==> config.mk <==
export PLATFORM = sky130hd
export DESIGN_NAME = vfm_top
export DESIGN_NICKNAME = d
export VERILOG_FILES = /design/src/rtl/vfm_pkg.sv /design/src/rtl/vfm_pos_track.sv /design/src/rtl/vfm_line_meas.sv /design/src/rtl/vfm_err_sticky.sv /design/src/rtl/vfm_top.sv
export SDC_FILE = /design/constraint.sdc
export NUM_CORES = 1
export LEC_CHECK = 0
export BUFFER_PORTS_ARGS = -buffer_cell sky130_fd_sc_hd__clkbuf_2
export CAP_MARGIN = 25
export CELL_PAD_IN_SITES_DETAIL_PLACEMENT = 1
export CELL_PAD_IN_SITES_GLOBAL_PLACEMENT = 2
export CORE_AREA = 10 10 109 111
export CTS_CLUSTER_SIZE = 16
export DETAILED_ROUTE_END_ITERATION = 10
export DIE_AREA = 0 0 119 121
export GPL_TIMING_DRIVEN = 0
export HOLD_SLACK_MARGIN = 0.05
export PLACE_DENSITY_LB_ADDON = 0.1
export REMOVE_ABC_BUFFERS = 1
export SYNTH_ARGS = -nofsm -noshare
export SYNTH_HDL_FRONTEND = slang
export SYNTH_HIERARCHICAL = 1
export SYNTH_SLANG_ARGS = --single-unit
==> constraint.sdc <==
create_clock -name clk_i -period 3.8 [get_ports clk_i]
set_clock_uncertainty 0.15 [all_clocks]
set_input_delay 0.38 -clock clk_i [delete_from_list [all_inputs] [get_ports clk_i]]
set_output_delay 0.38 -clock clk_i [all_outputs]
set_load 0.01 [all_outputs]
==> src/rtl/vfm_pkg.sv <==
package vfm_pkg;
  localparam int ERR_N      = 4;
  localparam int ERR_EARLY  = 0;
  localparam int ERR_LATE   = 1;
  localparam int ERR_MIDSOF = 2;
  localparam int ERR_NOSOF  = 3;
endpackage

==> src/rtl/vfm_pos_track.sv <==
module vfm_pos_track #(
  parameter int PIX_W = 12
) (
  input  logic             clk_i,
  input  logic             rst_ni,
  input  logic             beat_i,
  input  logic             sof_i,
  input  logic             eol_i,
  output logic             frame_beat_o,
  output logic             in_frame_o,
  output logic [PIX_W-1:0] pos_o,
  output logic             mid_sof_o,
  output logic             no_sof_o
);
  logic             in_frame_q;
  logic             line_start_q;
  logic [PIX_W-1:0] pix_cnt_q;
  logic [PIX_W-1:0] pix_inc;

  assign pix_inc      = (pix_cnt_q == '1) ? pix_cnt_q : pix_cnt_q + 1'b1;
  assign frame_beat_o = beat_i & (sof_i | in_frame_q);
  assign in_frame_o   = in_frame_q;
  assign pos_o        = (sof_i | line_start_q) ? PIX_W'(1) : pix_inc;
  assign mid_sof_o    = beat_i & sof_i & ~line_start_q;
  assign no_sof_o     = beat_i & ~sof_i & ~in_frame_q;

  always_ff @(posedge clk_i or negedge rst_ni) begin
    if (!rst_ni) begin
      in_frame_q   <= 1'b0;
      line_start_q <= 1'b1;
      pix_cnt_q    <= '0;
    end else if (frame_beat_o) begin
      in_frame_q <= 1'b1;
      if (eol_i) begin
        line_start_q <= 1'b1;
        pix_cnt_q    <= '0;
      end else begin
        line_start_q <= 1'b0;
        pix_cnt_q    <= pos_o;
      end
    end
  end


  line_start_after_eol_chk: assert property (@(posedge clk_i) disable iff (!rst_ni)
    (frame_beat_o && eol_i) |=> line_start_q);


  ignored_beat_keeps_state_chk: assert property (@(posedge clk_i) disable iff (!rst_ni)
    no_sof_o |=> ($stable(pix_cnt_q) && !in_frame_q));
endmodule

==> src/rtl/vfm_line_meas.sv <==
module vfm_line_meas #(
  parameter int PIX_W  = 12,
  parameter int LINE_W = 11
) (
  input  logic              clk_i,
  input  logic              rst_ni,
  input  logic              frame_beat_i,
  input  logic              sof_i,
  input  logic              eol_i,
  input  logic              in_frame_i,
  input  logic [PIX_W-1:0]  pos_i,
  output logic              early_o,
  output logic              late_o,
  output logic [PIX_W-1:0]  width_o,
  output logic [LINE_W-1:0] height_o,
  output logic              meas_valid_o
);
  logic              known_q;
  logic [PIX_W-1:0]  learned_q;
  logic [LINE_W-1:0] lines_q;
  logic              known_eff;
  logic [LINE_W-1:0] lines_base;
  logic [LINE_W-1:0] lines_inc;

  // a frame marker discards what the closing frame learned
  assign known_eff  = known_q & ~sof_i;
  assign lines_base = sof_i ? '0 : lines_q;
  assign lines_inc  = (lines_base == '1) ? lines_base : lines_base + 1'b1;

  assign early_o = frame_beat_i & eol_i & known_eff & (pos_i < learned_q);
  assign late_o  = frame_beat_i & ~eol_i & known_eff & (pos_i == learned_q);

  always_ff @(posedge clk_i or negedge rst_ni) begin
    if (!rst_ni) begin
      known_q   <= 1'b0;
      learned_q <= '0;
      lines_q   <= '0;
    end else if (frame_beat_i) begin
      if (eol_i) begin
        lines_q <= lines_inc;
        if (!known_eff) begin
          known_q   <= 1'b1;
          learned_q <= pos_i;
        end
      end else if (sof_i) begin
        known_q <= 1'b0;
        lines_q <= '0;
      end
    end
  end

  always_ff @(posedge clk_i or negedge rst_ni) begin
    if (!rst_ni) begin
      width_o      <= '0;
      height_o     <= '0;
      meas_valid_o <= 1'b0;
    end else if (frame_beat_i && sof_i && in_frame_i) begin
      width_o      <= known_q ? learned_q : '0;
      height_o     <= lines_q;
      meas_valid_o <= 1'b1;
    end
  end


  height_holds_chk: assert property (@(posedge clk_i) disable iff (!rst_ni)
    !(frame_beat_i && sof_i) |=> $stable(height_o));


  meas_valid_sticky_chk: assert property (@(posedge clk_i) disable iff (!rst_ni)
    meas_valid_o |=> meas_valid_o);


  width_learned_chk: assert property (@(posedge clk_i) disable iff (!rst_ni)
    (frame_beat_i && eol_i && !known_eff) |=> (known_q && learned_q == $past(pos_i)));
endmodule

==> src/rtl/vfm_err_sticky.sv <==
module vfm_err_sticky #(
  parameter int N = 4
) (
  input  logic         clk_i,
  input  logic         rst_ni,
  input  logic [N-1:0] set_i,
  input  logic         clear_i,
  output logic [N-1:0] err_o
);
  for (genvar g = 0; g < N; g++) begin : g_bit
    always_ff @(posedge clk_i or negedge rst_ni) begin
      if (!rst_ni)        err_o[g] <= 1'b0;
      else if (set_i[g])  err_o[g] <= 1'b1;
      else if (clear_i)   err_o[g] <= 1'b0;
    end
  end


  err_sticky_chk: assert property (@(posedge clk_i) disable iff (!rst_ni)
    !clear_i |=> ((err_o & $past(err_o)) == $past(err_o)));


  err_clear_chk: assert property (@(posedge clk_i) disable iff (!rst_ni)
    (clear_i && set_i == '0) |=> (err_o == '0));
endmodule

==> src/rtl/vfm_top.sv <==
module vfm_top
  import vfm_pkg::*;
#(
  parameter int PIX_W  = 12,
  parameter int LINE_W = 11,
  parameter int USER_W = 2
) (
  input  logic              clk_i,
  input  logic              rst_ni,
  input  logic              clk_en_i,
  input  logic              valid_i,
  input  logic              ready_i,
  input  logic [USER_W-1:0] user_i,
  input  logic              last_i,
  input  logic              clear_i,
  output logic [ERR_N-1:0]  err_o,
  output logic [PIX_W-1:0]  width_o,
  output logic [LINE_W-1:0] height_o,
  output logic              meas_valid_o
);
  logic             beat;
  logic             sof;
  logic             frame_beat;
  logic             in_frame;
  logic [PIX_W-1:0] pos;
  logic             mid_sof;
  logic             no_sof;
  logic             early;
  logic             late;
  logic [ERR_N-1:0] err_set;

  assign beat = valid_i & ready_i & clk_en_i;
  assign sof  = user_i[0];

  vfm_pos_track #(.PIX_W(PIX_W)) u_pos (
    .clk_i        (clk_i),
    .rst_ni       (rst_ni),
    .beat_i       (beat),
    .sof_i        (sof),
    .eol_i        (last_i),
    .frame_beat_o (frame_beat),
    .in_frame_o   (in_frame),
    .pos_o        (pos),
    .mid_sof_o    (mid_sof),
    .no_sof_o     (no_sof)
  );

  vfm_line_meas #(.PIX_W(PIX_W), .LINE_W(LINE_W)) u_meas (
    .clk_i        (clk_i),
    .rst_ni       (rst_ni),
    .frame_beat_i (frame_beat),
    .sof_i        (sof),
    .eol_i        (last_i),
    .in_frame_i   (in_frame),
    .pos_i        (pos),
    .early_o      (early),
    .late_o       (late),
    .width_o      (width_o),
    .height_o     (height_o),
    .meas_valid_o (meas_valid_o)
  );

  always_comb begin
    err_set             = '0;
    err_set[ERR_EARLY]  = early;
    err_set[ERR_LATE]   = late;
    err_set[ERR_MIDSOF] = mid_sof;
    err_set[ERR_NOSOF]  = no_sof;
  end

  vfm_err_sticky #(.N(ERR_N)) u_err (
    .clk_i   (clk_i),
    .rst_ni  (rst_ni),
    .set_i   (err_set),
    .clear_i (clear_i),
    .err_o   (err_o)
  );


  idle_no_change_chk: assert property (@(posedge clk_i) disable iff (!rst_ni)
    (!beat && !clear_i) |=> ($stable(err_o) && $stable(width_o) && $stable(height_o)));
endmodule

### Word-level counts from Yosys, hierarchy flattened

Index checks and enable logic that the tools add are counted.

| storage, ports and cells | value |
|---|---|
| flip-flop bits (word level) | 66 |
| bits of input ports | 9 |

| operators by class | value |
|---|---|
| muxes and demuxes | 16 |
| bitwise logic cells | 21 |
| add/sub/neg operators | 2 |
| equality and inequality tests | 4 |
| order comparisons | 1 |
| reductions and logical operators | 9 |

Operators with widths:

| operator | number |
|---|---|
| 12-bit 2-to-1 mux | 4 |
| 11-bit 2-to-1 mux | 3 |
| 1-bit bitwise AND | 14 |
| 12-bit by 1-bit adder with 12-bit output (second input constant) | 1 |
| 12-bit equality test | 1 |
| 12-bit equality test (second input constant) | 1 |
| 12-bit less-than comparator | 1 |
| 11-bit by 1-bit adder with 11-bit output (second input constant) | 1 |
| 11-bit equality test (second input constant) | 1 |
| 2-bit nonzero test | 5 |
| 1-bit 2-to-1 mux | 9 |
| 3-bit AND reduction | 2 |
| 1-bit inverter | 5 |
| 1-bit logical AND | 2 |
| 2-bit inequality test (second input constant) | 1 |
| 1-bit OR | 2 |

### Longest topological paths before layout

Gate-level depths: netlist of the first run.

| depth | value |
|---|---|
| word-level depth | 7 |
| depth in mapped cells | 14 |
| gate-level depth less buffers | 12 |

### By module

The synthesis of the first run kept the hierarchy.

Modules (own cells, without submodules):

| module | instances | cells each | area each (sq um) | sequential area each (sq um) |
|---|---|---|---|---|
| vfm_line_meas | 1 | 235 | 2352.3 | 1201.2 |
| vfm_pos_track | 1 | 133 | 1042.2 | 351.6 |
| vfm_err_sticky | 1 | 9 | 133.9 | 100.1 |
| vfm_top | 1 | 1 | 6.3 | 0.0 |

### Worst setup path before layout of the first run

No wires, ideal clock.

| timing path | value |
|---|---|
| path kind | flip-flop to flip-flop |
| start point | reg u_pos.pix_cnt_q[0] |
| end point | reg u_err.err_o[0] |
| data arrival time | 2.703 ns |
| library setup time | 0.065 ns |
| period minus slack after synthesis | 2.918 ns |
| cell stages (with the launch flop) | 14 |
| path buffers | 2 |
| path slack | 0.882 ns |
| path through | dfrtp_1 ha_1 buf_2 nand3_1 or4_4 buf_6 nand2_1 a21oi_1 ha_1 nor2b_1 o211ai_1 a211oi_1 a2111oi_0 a21o_1 |

| on the way | value |
|---|---|
| longest elaborated chain between the ends | 6 |
| elaborated cells on any way between the ends | 8 |
| classes of those cells | add/sub: 1; order compare: 1; eq/ne: 1; mux: 3; bitwise: 1; reduce/logical: 1 |

Ends and longest elaborated chain:

| what | line | source |
|---|---|---|
| start: declaration | vfm_pos_track.sv:17 | `logic [PIX_W-1:0] pix_cnt_q;` |
| start signal: assignment | vfm_pos_track.sv:39 | `pix_cnt_q <= pos_o;` |
| 12-bit by 1-bit adder with 12-bit output or 12-bit equality test (tied branches) | vfm_pos_track.sv:20 | `assign pix_inc = (pix_cnt_q == '1) ? pix_cnt_q : pix_cnt_q + 1'b1;` |
| 12-bit 2-to-1 mux * | vfm_pos_track.sv:20 |  |
| 12-bit 2-to-1 mux * | vfm_pos_track.sv:23 | `assign pos_o = (sof_i \| line_start_q) ? PIX_W'(1) : pix_inc;` |
| via pos[1] | vfm_top.sv:25 | `logic [PIX_W-1:0] pos;` |
| 12-bit less-than comparator * | vfm_line_meas.sv:30 | `assign early_o = frame_beat_i & eol_i & known_eff & (pos_i < learned_q);` |
| 1-bit bitwise AND * | vfm_line_meas.sv:30 |  |
| via early | vfm_top.sv:28 | `logic early;` |
| 1-bit 2-to-1 mux or 2-bit nonzero test (tied branches) | -- |  |
| end signal: indexed assignment | vfm_err_sticky.sv:12 | `if (!rst_ni) err_o[g] <= 1'b0;` |
| end signal: indexed assignment | vfm_err_sticky.sv:13 | `else if (set_i[g]) err_o[g] <= 1'b1;` |
| end signal: indexed assignment | vfm_err_sticky.sv:14 | `else if (clear_i) err_o[g] <= 1'b0;` |
| end: declaration | vfm_err_sticky.sv:8 | `output logic [N-1:0] err_o` |

Mark *: on every way through the listed nets, which the timed path passes. The rest lies on a longest branch.
A chain may end at the register's enable or synchronous reset.

### Final worst setup path of the first run

Ends and elaborated chain as after synthesis.

==> results of run 1 <==
-- per-stage QoR --
step           worst slack, ns  cell area, um2  setup TNS [ns]
2_1_floorplan           0.8426            3427               0
3_3_place_gp           -0.8450            3769          -22.20
3_5_place_dp           0.09209            3825               0
4_1_cts                0.05589            4050               0
5_1_grt                 0.1051            4055               0
6_report                0.4258            4055               0
-- layer usage --
metal  share of wire, %  up-vias
met5                  0        -
met3                4.2       15
met4                2.1        0
li1                   -     1417
met2                 43       53
met1                 51     1421
-- final timing paths --
check | from | endpoint | slack (ns) | cells past startpoint
max in group asynchronous | rst_ni | u_meas/known_q | 2.57 | 3
setup reg to reg | u_pos/pix_cnt_q[0] | u_err/err_o[0] | 0.43 | 11
hold reg to reg | u_meas/meas_valid_o | u_meas/meas_valid_o | 0.33 | 1
min in group asynchronous | rst_ni | u_pos/pix_cnt_q[9] | 0.38 | 2
hold / removal | last_i | u_pos/line_start_q | 0.20 | 3
setup / recovery | u_pos/pix_cnt_q[0] | u_err/err_o[0] | 0.43 | 11
-- final cells by class --
class                      count  area, um2
inverter                      20      75.07
fill                        1181       5584
sequential                    66       1653
timing repair buffer          41      246.5
multi-input combinational    273       1699
clock buffer                  13      168.9
tap                          133      166.4
clock inverter                 3      46.29
-- report_power, final --
part	leakage, nW	internal, mW	total (mW)	switching [mW]
combinational	0.848	0.160	0.373	0.213
sequential	0.879	0.811	0.924	0.112
clock	0.106	0.358	0.646	0.287
total	1.83	1.33	1.94	0.613
-- state kept, by name, indices dropped and copies added (netlist names), 4 cells and up --
name / count
u_meas/learned_q: 12
u_meas/height_o: 11
u_err/err_o: 4
u_pos/pix_cnt_q: 12
u_meas/lines_q: 11
u_meas/width_o: 12
-- worst max-delay path, delay by kind of cell, from the launching register on --
family          cells  cell delay [ns]
simple gates        4             1.06
compound gates      5             0.92
fa+ha+maj           2             0.73
flops               1             0.45
-- cells in the final DEF, fill, tap and decap left out, types with 4 or more instances in the layout --
cell type                   n
sky130_fd_sc_hd__nand2_1   71
sky130_fd_sc_hd__dfrtp_1   65
sky130_fd_sc_hd__o21ai_0   37
sky130_fd_sc_hd__clkbuf_2  35
sky130_fd_sc_hd__inv_1     19
sky130_fd_sc_hd__a21oi_1   16
sky130_fd_sc_hd__ha_1      14
sky130_fd_sc_hd__clkbuf_8  12
sky130_fd_sc_hd__nand3_1   11
sky130_fd_sc_hd__mux2_2    11
sky130_fd_sc_hd__nor2_1    11
sky130_fd_sc_hd__nand4_1    9
sky130_fd_sc_hd__nor4_1     8
sky130_fd_sc_hd__nor3_1     6
sky130_fd_sc_hd__and3_1     5
sky130_fd_sc_hd__a21o_1     5
sky130_fd_sc_hd__nand2b_1   5
sky130_fd_sc_hd__xnor2_1    5
sky130_fd_sc_hd__nor2b_1    4
sky130_fd_sc_hd__o211ai_1   4
sky130_fd_sc_hd__a31oi_1    4
-- logic make-up after synthesis --
kind of cell / after synthesis
AO/OA/AOI/OAI: 90
XOR/XNOR: 6
adder cells (fa/ha/maj): 14
buffers and inverters: 39
flip-flops: 66
multiplexers: 12
AND/OR/NAND/NOR: 151
==> results.toml, run 1 <==
[logic_synthesis]
post_synth_inst_count = 378
synth.yosys.seq_area_share_pct = 46.76
synthDominantAreaCellType = "sky130_fd_sc_hd__dfrtp_1"
synth.area.mux_share_pct = 3.788
synth-main-ff-cell = "sky130_fd_sc_hd__dfrtp_1"
yosys.area_share.xor_xnor_pct = 1.487
synth_top_family_by_area = "simple AND/OR/NAND/NOR gates"
ys.warnings.count = 6
synth_area_per_cell_um2 = 9.351
synth.top_cell.area_share_pct = 46.02
yosys-top-cells-count = "sky130_fd_sc_hd__nand2_1 (71), sky130_fd_sc_hd__dfrtp_1 (65), sky130_fd_sc_hd__o21ai_0 (38), sky130_fd_sc_hd__inv_1 (19), sky130_fd_sc_hd__a21oi_1 (16)"
ys_top_cells_by_area = "sky130_fd_sc_hd__dfrtp_1 (46%), sky130_fd_sc_hd__nand2_1 (7.5%), sky130_fd_sc_hd__o21ai_0 (5.4%)"
yosys.cell_count.top_type = "sky130_fd_sc_hd__nand2_1"
synth_fa_ha_area_share_pct = 4.956
synth_seq_cells = 66
synth-compound-area-share_pct = 15.68
synth_edf_count = 0
syn-cell-area_um2 = 3535
synth.lib_cells_used.distinct = 57
synth_async_sr_flop_share_pct = 100.0
synth_simple_gate_area_share_pct = 22.16

[job]
drv.max_cap_violation_count = 0

[clocking]
cts-root-to-sink-buffers = 2
cts_max_level = 3
number_of_post_cts_setup_repair_buffers = 0
postCtsResizedCells = 0
cts.clk_slew.worst_paths_ns = 0.07
clockRootBuffer = "sky130_fd_sc_hd__clkbuf_8"
worst_skew_pair.late_latency_ns = 0.36
cts_hold_buf = 1
clock_sink_count = 66
tritoncts_clock_tree = "built"
cts-buffers-inserted = 9

[route]
drt_drc_violations_left = 0
via_count = 2906
route.antenna.remaining_nets = 0
drt-wirelength-per-cell_um = 16.64
vias_per_cell = 5.293
detail_route.first_pass.iterations = 4
drt_wl_total_um = 9134
initialDrtViolationCount = 139

[global_routing]
globalRouteTotalUtil_pct = 13.59
grtUsageMet1_pct = 18.71
grt-ovfl-total = 0
met3_track_demand_over_resource_in_global_routing_pct = 3.118
grt_pass1_vias = 3057
grt_max_degree = 41
grt.busiest_layer = "met2"
met2_layer_usage_reported_by_global_route_pct = 19.61
grt_antenna_before_repair = 0
wire_length_of_the_first_global_routing_pass_um = 15810

[floorplanning]
die_w_um = 119
io_count = 37
rows = 36
fp.dieArea_um2 = 14400
floorplan.die.height_um = 121
core_box_area_um2 = 9639
start_util_pct = 36.67

[cells_and_area]
final_layout_size_suffix_gt1_share_pct = 19.71
num_antenna_cells = 0
nets = 434
finalCoreUtilization_pct = 42.07
areaGrowthSynthToFinish_pct = 14.73
stdcell_count = 549

[setup_path]
worstSetupEndpointType = "flip-flop"
cp_cell_sequence = "ha_1, nand3_1, or4_4, nand2_1, a21oi_1, ha_1, nor2b_1, o211ai_1, a211oi_1, a2111oi_0, a21o_1"
critPathMostFrequentCell = "sky130_fd_sc_hd__ha_1"
crit_path_top_delay_cell = "sky130_fd_sc_hd__or4_4"
critPathRequiredTime_ns = 3.94
max_stage_delay_ns = 0.61
worstSetupStartpointType = "flip-flop"
critical_path.max_fanout = 9
critical_path_class = "flip-flop to flip-flop"
critical_path_arrival_ns = 3.52

[power_and_ir_drop]
ir_worst_vdd_v = 0.0001756
design_power_total_mw = 1.942
cellPowerDensity_nw_per_um2 = 478.9
power.leakage_nw = 1.833

[place]
numPortBuffers = 35
detailed_place_hpwl_um = 6654
gp_routability_congestion = 0.8260
placed_cells = 531

[timing]
hold_violations = 0
fmaxAchievable_mhz = 296.4
setup_violations = 0
layout_min_cycle_time_ns = 3.374
whs_ns = 0.2024
slew-limit-headroom_pct = 35.91
finalMaxSlewViolations = 0
worst_slew_pin_slew_ns = 0.9526
min_period_over_period_pct = 88.79
grt_setup_unrepaired = "no"

[outcome]
run_status = "finished clean"

[min_path]
timing.hold.worst.class = "input pin to flip-flop"
Note: power is estimated with default switching activity, not from simulation.
==> run 2, diff against run 1 <==
--- a/config.mk
+++ b/config.mk
@@ -17,3 +17,3 @@
 export HOLD_SLACK_MARGIN = 0.05
-export PLACE_DENSITY_LB_ADDON = 0.1
+export PLACE_DENSITY = 0.87
 export REMOVE_ABC_BUFFERS = 1
--- a/constraint.sdc
+++ b/constraint.sdc
@@ -4,2 +4,2 @@
 set_output_delay 0.38 -clock clk_i [all_outputs]
-set_load 0.01 [all_outputs]
+set_load 0.005 [all_outputs]
==> results.toml, run 2 (synthesized netlist as in run 1, its figures left out) <==
[outcome]
run_status = "finished clean"

[timing]
slew-limit-headroom_pct = 40.39
whs_ns = 0.1767
hold_violations = 0
layout_setup_ws_ns = 0.2792
fmaxAchievable_mhz = 284.0
setup_violations = 0
layout_min_cycle_time_ns = 3.521
grt_setup_unrepaired = "no"
finalMaxSlewViolations = 0
min_period_over_period_pct = 92.65
worst_slew_pin_slew_ns = 0.8848

[global_routing]
grt-ovfl-total = 0
grt_max_degree = 45
wire_length_of_the_first_global_routing_pass_um = 15090
grt_antenna_before_repair = 0
globalRouteTotalUtil_pct = 12.95
grt.busiest_layer = "met2"
met3_track_demand_over_resource_in_global_routing_pct = 4.514
grt_pass1_vias = 3001
grtUsageMet1_pct = 16.32
met2_layer_usage_reported_by_global_route_pct = 19.95

[clocking]
number_of_post_cts_setup_repair_buffers = 0
cts-buffers-inserted = 9
clockRootBuffer = "sky130_fd_sc_hd__clkbuf_8"
tritoncts_clock_tree = "built"
worst_skew_pair.late_latency_ns = 0.36
cts.clk_slew.worst_paths_ns = 0.07
clock_sink_count = 66
cts-root-to-sink-buffers = 2
cts_max_level = 3

[setup_path]
critical_path.max_fanout = 9
critical_path_arrival_ns = 3.67
worstSetupEndpointType = "flip-flop"
critPathRequiredTime_ns = 3.95
critical_path_class = "flip-flop to flip-flop"
worstSetupStartpointType = "flip-flop"

[power_and_ir_drop]
power.net_switching_mw = 0.5868
power.leakage_nw = 1.847
clock_power_share_pct = 32.8
ir_worst_vdd_v = 0.0001537
p_int_mw = 1.324
switching_share_pct = 30.71
power_frac_seq_pct = 48.4
pwr-share-comb_pct = 18.8
cellPowerDensity_nw_per_um2 = 470.8

[place]
numPortBuffers = 35
placement.setup.worst_slack_ns = -0.2210
gp_routability_congestion = 0.8318
detailed_place_hpwl_um = 6609

[min_path]
timing.hold.worst.class = "input pin to flip-flop"

[cells_and_area]
num_antenna_cells = 0
layout.cells.most_common = "sky130_fd_sc_hd__nand2_1"
final_layout_size_suffix_gt1_share_pct = 19.57
layout.filler_cells = 1149
nets = 433
mostFrequentLayoutCells = "sky130_fd_sc_hd__nand2_1 (71), sky130_fd_sc_hd__dfrtp_1 (65), sky130_fd_sc_hd__o21ai_0 (38)"
finalCoreUtilization_pct = 42.11
areaGrowthSynthToFinish_pct = 14.83
reg.largest.list = "u_meas/learned_q: 12 flops, u_meas/width_o: 12 flops, u_pos/pix_cnt_q: 12 flops"

[floorplanning]
start_util_pct = 36.67
rows = 36
die_w_um = 119
floorplan.die.height_um = 121
io_count = 37
fp.dieArea_um2 = 14400
core_box_area_um2 = 9639

[route]
drt-wirelength-per-cell_um = 16.62
drt_drc_violations_left = 0
vias_per_cell = 5.338
drt_wl_total_um = 9089
via_count = 2920
detail_route.first_pass.iterations = 4
route.antenna.remaining_nets = 0
initialDrtViolationCount = 226

[job]
drv.max_cap_violation_count = 0
[run 2: critical path, stage by stage, from the launching register on]
cell	delay (ns)
sky130_fd_sc_hd__dfrtp_1	0.45
sky130_fd_sc_hd__ha_1	0.39
sky130_fd_sc_hd__nand3_1	0.23
sky130_fd_sc_hd__or4_4	0.62
sky130_fd_sc_hd__nand2_1	0.12
sky130_fd_sc_hd__a21oi_1	0.10
sky130_fd_sc_hd__ha_1	0.32
sky130_fd_sc_hd__nor2b_1	0.14
sky130_fd_sc_hd__o211ai_1	0.16
sky130_fd_sc_hd__a211oi_1	0.10
sky130_fd_sc_hd__a2111oi_1	0.53
sky130_fd_sc_hd__a21o_1	0.14
[run 2: layer usage]
layer / vias up / routed length, um
met5: - / 0
li1: 1408 / -
met1: 1464 / 4296
met3: 7 / 410
met4: 0 / 125
met2: 41 / 4257
[run 2: final cells by class]
cell class | count | area, um2 | area share [%]
Sequential cell | 66 | 1653 | 40.72
Inverter | 20 | 75.07 | 1.850
Tap cell | 133 | 166.4 | 4.100
Timing Repair Buffer | 40 | 245.2 | 6.042
Clock buffer | 13 | 168.9 | 4.162
Clock inverter | 2 | 35.03 | 0.8631
Multi-Input combinational cell | 273 | 1715 | 42.26
[run 2: power groups by stage]
stage	combinational (mW)	sequential, mW	clock, mW
CTS	0.368	0.926	0.640
global placement	0.344	0.930	0
floorplan	0.223	0.913	0
detailed placement	0.365	0.939	0
finish	0.360	0.925	0.626
global route	0.415	0.950	0.672
[run 2: worst paths after layout]
path                                      from             endpoint  slack [ns]  cells after the start
max                         u_pos/pix_cnt_q[0]       u_err/err_o[0]        0.28                     11
min                                     last_i   u_pos/line_start_q        0.18                      3
max reg2reg                 u_pos/pix_cnt_q[0]       u_err/err_o[0]        0.28                     11
min reg2reg                u_meas/meas_valid_o  u_meas/meas_valid_o        0.32                      1
max in group asynchronous               rst_ni  u_meas/height_o[10]        2.62                      3
min in group asynchronous               rst_ni   u_pos/pix_cnt_q[4]        0.35                      2
[run 2: per-stage QoR]
step           setup TNS (ns)  std cells  power (mW)  cell area, um2
3_3_place_gp           -15.44        527       1.274            3769
4_1_cts                     0        547       1.934            4049
6_report                    0        547       1.911            4059
3_5_place_dp          -0.2210        531       1.304            3829
2_1_floorplan               0        359       1.137            3427
5_1_grt                     0        547       2.036            4059
[run 2: what timing repair did]
action                                  4_1_cts  5_1_grt
hold buffers                                  1        0
hold endpoints to repair                     21        0
gates resized for setup                       1        2
endpoints found under the setup margin        1        1
==> run 3, diff against run 2 <==
- CORE_AREA: 10 10 109 111 -> 10 10 106 108
- DIE_AREA: 0 0 119 121 -> 0 0 116 118
- PLACE_DENSITY: 0.87 -> 0.85
- SYNTH_HIERARCHICAL: 1 -> default
==> results.toml, run 3 <==
[outcome]
run_status = "finished clean"

[min_path]
holdCritStartpoint = "clear_i"
timing.hold.worst.class = "input pin to flip-flop"

[global_routing]
wire_length_of_the_first_global_routing_pass_um = 13900
grt_max_degree = 45
grt_pass1_vias = 2768
grt_antenna_before_repair = 0
globalRouteTotalUtil_pct = 12.59
grt-ovfl-total = 0

[timing]
whs_ns = 0.1201
finalMaxSlewViolations = 0
hold_violations = 0
grt_setup_unrepaired = "no"
min_period_over_period_pct = 92.75
slew-limit-headroom_pct = 33.25
layout_min_cycle_time_ns = 3.524
setup_violations = 0
fmaxAchievable_mhz = 283.7
worst_slew_pin_slew_ns = 0.9760

[cells_and_area]
layout.filler_cells = 1055
reg.largest.list = "u_meas.learned_q: 12 flops, u_meas.width_o: 12 flops, u_pos.pix_cnt_q: 12 flops"
nets = 389
areaGrowthSynthToFinish_pct = 16.24
layout.cells.most_common = "sky130_fd_sc_hd__dfrtp_1"
finish.instance_area_um2 = 3832
num_antenna_cells = 0
mostFrequentLayoutCells = "sky130_fd_sc_hd__dfrtp_1 (64), sky130_fd_sc_hd__nand2_1 (62), sky130_fd_sc_hd__clkbuf_2 (34)"
final_layout_size_suffix_gt1_share_pct = 22.79

[route]
route.antenna.remaining_nets = 0
drt_wl_total_um = 8112
drt-wirelength-per-cell_um = 16.76
detail_route.first_pass.iterations = 4
drt_drc_violations_left = 0
via_count = 2565
vias_per_cell = 5.300
initialDrtViolationCount = 84

[setup_path]
critical_path_arrival_ns = 3.62
critPathRequiredTime_ns = 3.89
critical_path_class = "flip-flop to flip-flop"
crit_start = "u_pos.pix_cnt_q[1]"
critical_path.max_fanout = 7
crit-reg2reg-launch = "u_pos.pix_cnt_q[1]"
worstSetupEndpointType = "flip-flop"
worstSetupStartpointType = "flip-flop"

[power_and_ir_drop]
design_power_total_mw = 1.472
cellPowerDensity_nw_per_um2 = 384.0
ir_worst_vdd_v = 0.0002329
power.leakage_nw = 1.765

[logic_synthesis]
synth.lib_cells_used.distinct = 43
yosys.area_share.xor_xnor_pct = 3.454
syn-cell-area_um2 = 3297
synth_seq_cells = 66
synth_simple_gate_area_share_pct = 18.82
synth_top_family_by_area = "simple AND/OR/NAND/NOR gates"
yosys.cell_count.top_type = "sky130_fd_sc_hd__dfrtp_1"
synth_fa_ha_area_share_pct = 4.478
synth_async_sr_flop_share_pct = 100.0
yosys-top-cells-count = "sky130_fd_sc_hd__dfrtp_1 (65), sky130_fd_sc_hd__nand2_1 (62), sky130_fd_sc_hd__o21ai_0 (25), sky130_fd_sc_hd__mux2_2 (20), sky130_fd_sc_hd__inv_1 (16)"
synthDominantAreaCellType = "sky130_fd_sc_hd__dfrtp_1"
synth.top_cell.area_share_pct = 49.34
post_synth_inst_count = 331
synth_edf_count = 0
synth.area.mux_share_pct = 8.046
ys_top_cells_by_area = "sky130_fd_sc_hd__dfrtp_1 (49%), sky130_fd_sc_hd__nand2_1 (7.1%), sky130_fd_sc_hd__mux2_2 (6.8%)"
synth-compound-area-share_pct = 11.69
synth.yosys.seq_area_share_pct = 50.13
synth_area_per_cell_um2 = 9.960
ys.warnings.count = 0
synth-main-ff-cell = "sky130_fd_sc_hd__dfrtp_1"

[job]
drv.max_cap_violation_count = 0

[clocking]
number_of_post_cts_setup_repair_buffers = 0
cts-root-to-sink-buffers = 2
worst_skew_pair.late_latency_ns = 0.34
cts_max_level = 3
clockRootBuffer = "sky130_fd_sc_hd__clkbuf_8"
cts-buffers-inserted = 9
cts.clk_slew.worst_paths_ns = 0.07
tritoncts_clock_tree = "built"
clock_sink_count = 66

[floorplanning]
core_box_area_um2 = 9109
floorplan.die.height_um = 118
rows = 35
io_count = 37
start_util_pct = 36.20
fp.dieArea_um2 = 13690
die_w_um = 116

[place]
postPlaceCellArea_um2 = 3616
gp_routability_congestion = 0.8179
detailed_place_hpwl_um = 5933
numPortBuffers = 35
run 3: cell types whose count changed in the layout (fill, tap and decap cells not counted), sizes merged, moves of 6 or more:
cell	before	now
a21oi	17	6
a22o	1	10
mux2	11	20
nand2	71	62
nor4	8	2
o21ai	39	26
xor2	1	10
run 3: repair_timing:
action,4_1_cts,5_1_grt
endpoints found under the hold margin,22,0
hold buffers,1,0
gates resized for setup,4,5
endpoints found under the setup margin,1,1
run 3: routing by layer:
layer	GRT usage [%]	part of all wire (%)	wire, um	vias to the layer above
li1	-	-	-	1237
met1	16.34	48	3878	1285
met2	19.46	47	3800	34
met3	2.650	3.6	295	9
met4	5.634	1.7	137	0
met5	0	0	0	-
run 3: cell families (layout without fill, tap and decap cells):
family | count (synthesis) | after routing
simple gates | 128 | 128
compound gates | 60 | 60
buf+inv | 28 | 70
mux | 24 | 24
flops | 66 | 66
fa+ha+maj | 12 | 12
xor+xnor | 13 | 13
run 3: layout make-up:
type / instances / area [um2] / area share, %
clock buffer: 10 / 137.6 / 3.591
clock inverter: 5 / 31.28 / 0.8162
inverter: 16 / 60.06 / 1.567
multi-input combinational: 237 / 1569 / 40.94
sequential: 66 / 1654 / 43.16
tap: 111 / 138.9 / 3.624
timing repair buffer: 39 / 241.5 / 6.301
run 3: power by group:
group / switching [mW] / total, mW / internal [mW] / leakage, nW
logic: 0.0902 / 0.159 / 0.0686 / 0.779
clock network: 0.277 / 0.525 / 0.248 / 0.0879
registers: 0.0442 / 0.788 / 0.743 / 0.898
run 3: worst paths after layout:
| path | to | cells after the start | slack (ns) |
|---|---|---|---|
| worst min-delay path | u_err.err_o[1] | 2 | 0.12 |
| worst max-delay path | u_err.err_o[0] | 12 | 0.28 |
| min in group asynchronous | u_meas.learned_q[6] | 2 | 0.36 |
| worst min register to register | u_meas.meas_valid_o | 1 | 0.31 |
| worst max register to register | u_err.err_o[0] | 12 | 0.28 |
| max in group asynchronous | u_pos.line_start_q | 3 | 2.54 |
run 3: worst max-delay path: stages (launching register included):
cell                        delay (ns)
sky130_fd_sc_hd__dfrtp_1          0.42
sky130_fd_sc_hd__ha_2             0.26
sky130_fd_sc_hd__nand3_2          0.15
sky130_fd_sc_hd__or4_4            0.63
sky130_fd_sc_hd__nand3_1          0.13
sky130_fd_sc_hd__xor2_1           0.18
sky130_fd_sc_hd__nor2_2           0.07
sky130_fd_sc_hd__ha_1             0.35
sky130_fd_sc_hd__a21oi_2          0.19
sky130_fd_sc_hd__nor2b_1          0.09
sky130_fd_sc_hd__a2111oi_4        0.44
sky130_fd_sc_hd__nor3_1           0.08
sky130_fd_sc_hd__o32ai_1          0.28
run 3: through the flow:
| stage | util, % | cells | TNS [ns] | setup WS, ns |
|---|---|---|---|---|
| after floorplan | - | 319 | 0 | 0.5378 |
| after global placement | 39.08 | 465 | -0.3242 | -0.3242 |
| after detailed placement | 39.70 | 468 | -0.4076 | -0.4076 |
| after CTS | 41.91 | 484 | 0 | 0.07040 |
| after global routing | 42.07 | 484 | 0 | 0.01128 |
| final | 42.07 | 484 | 0 | 0.2757 |
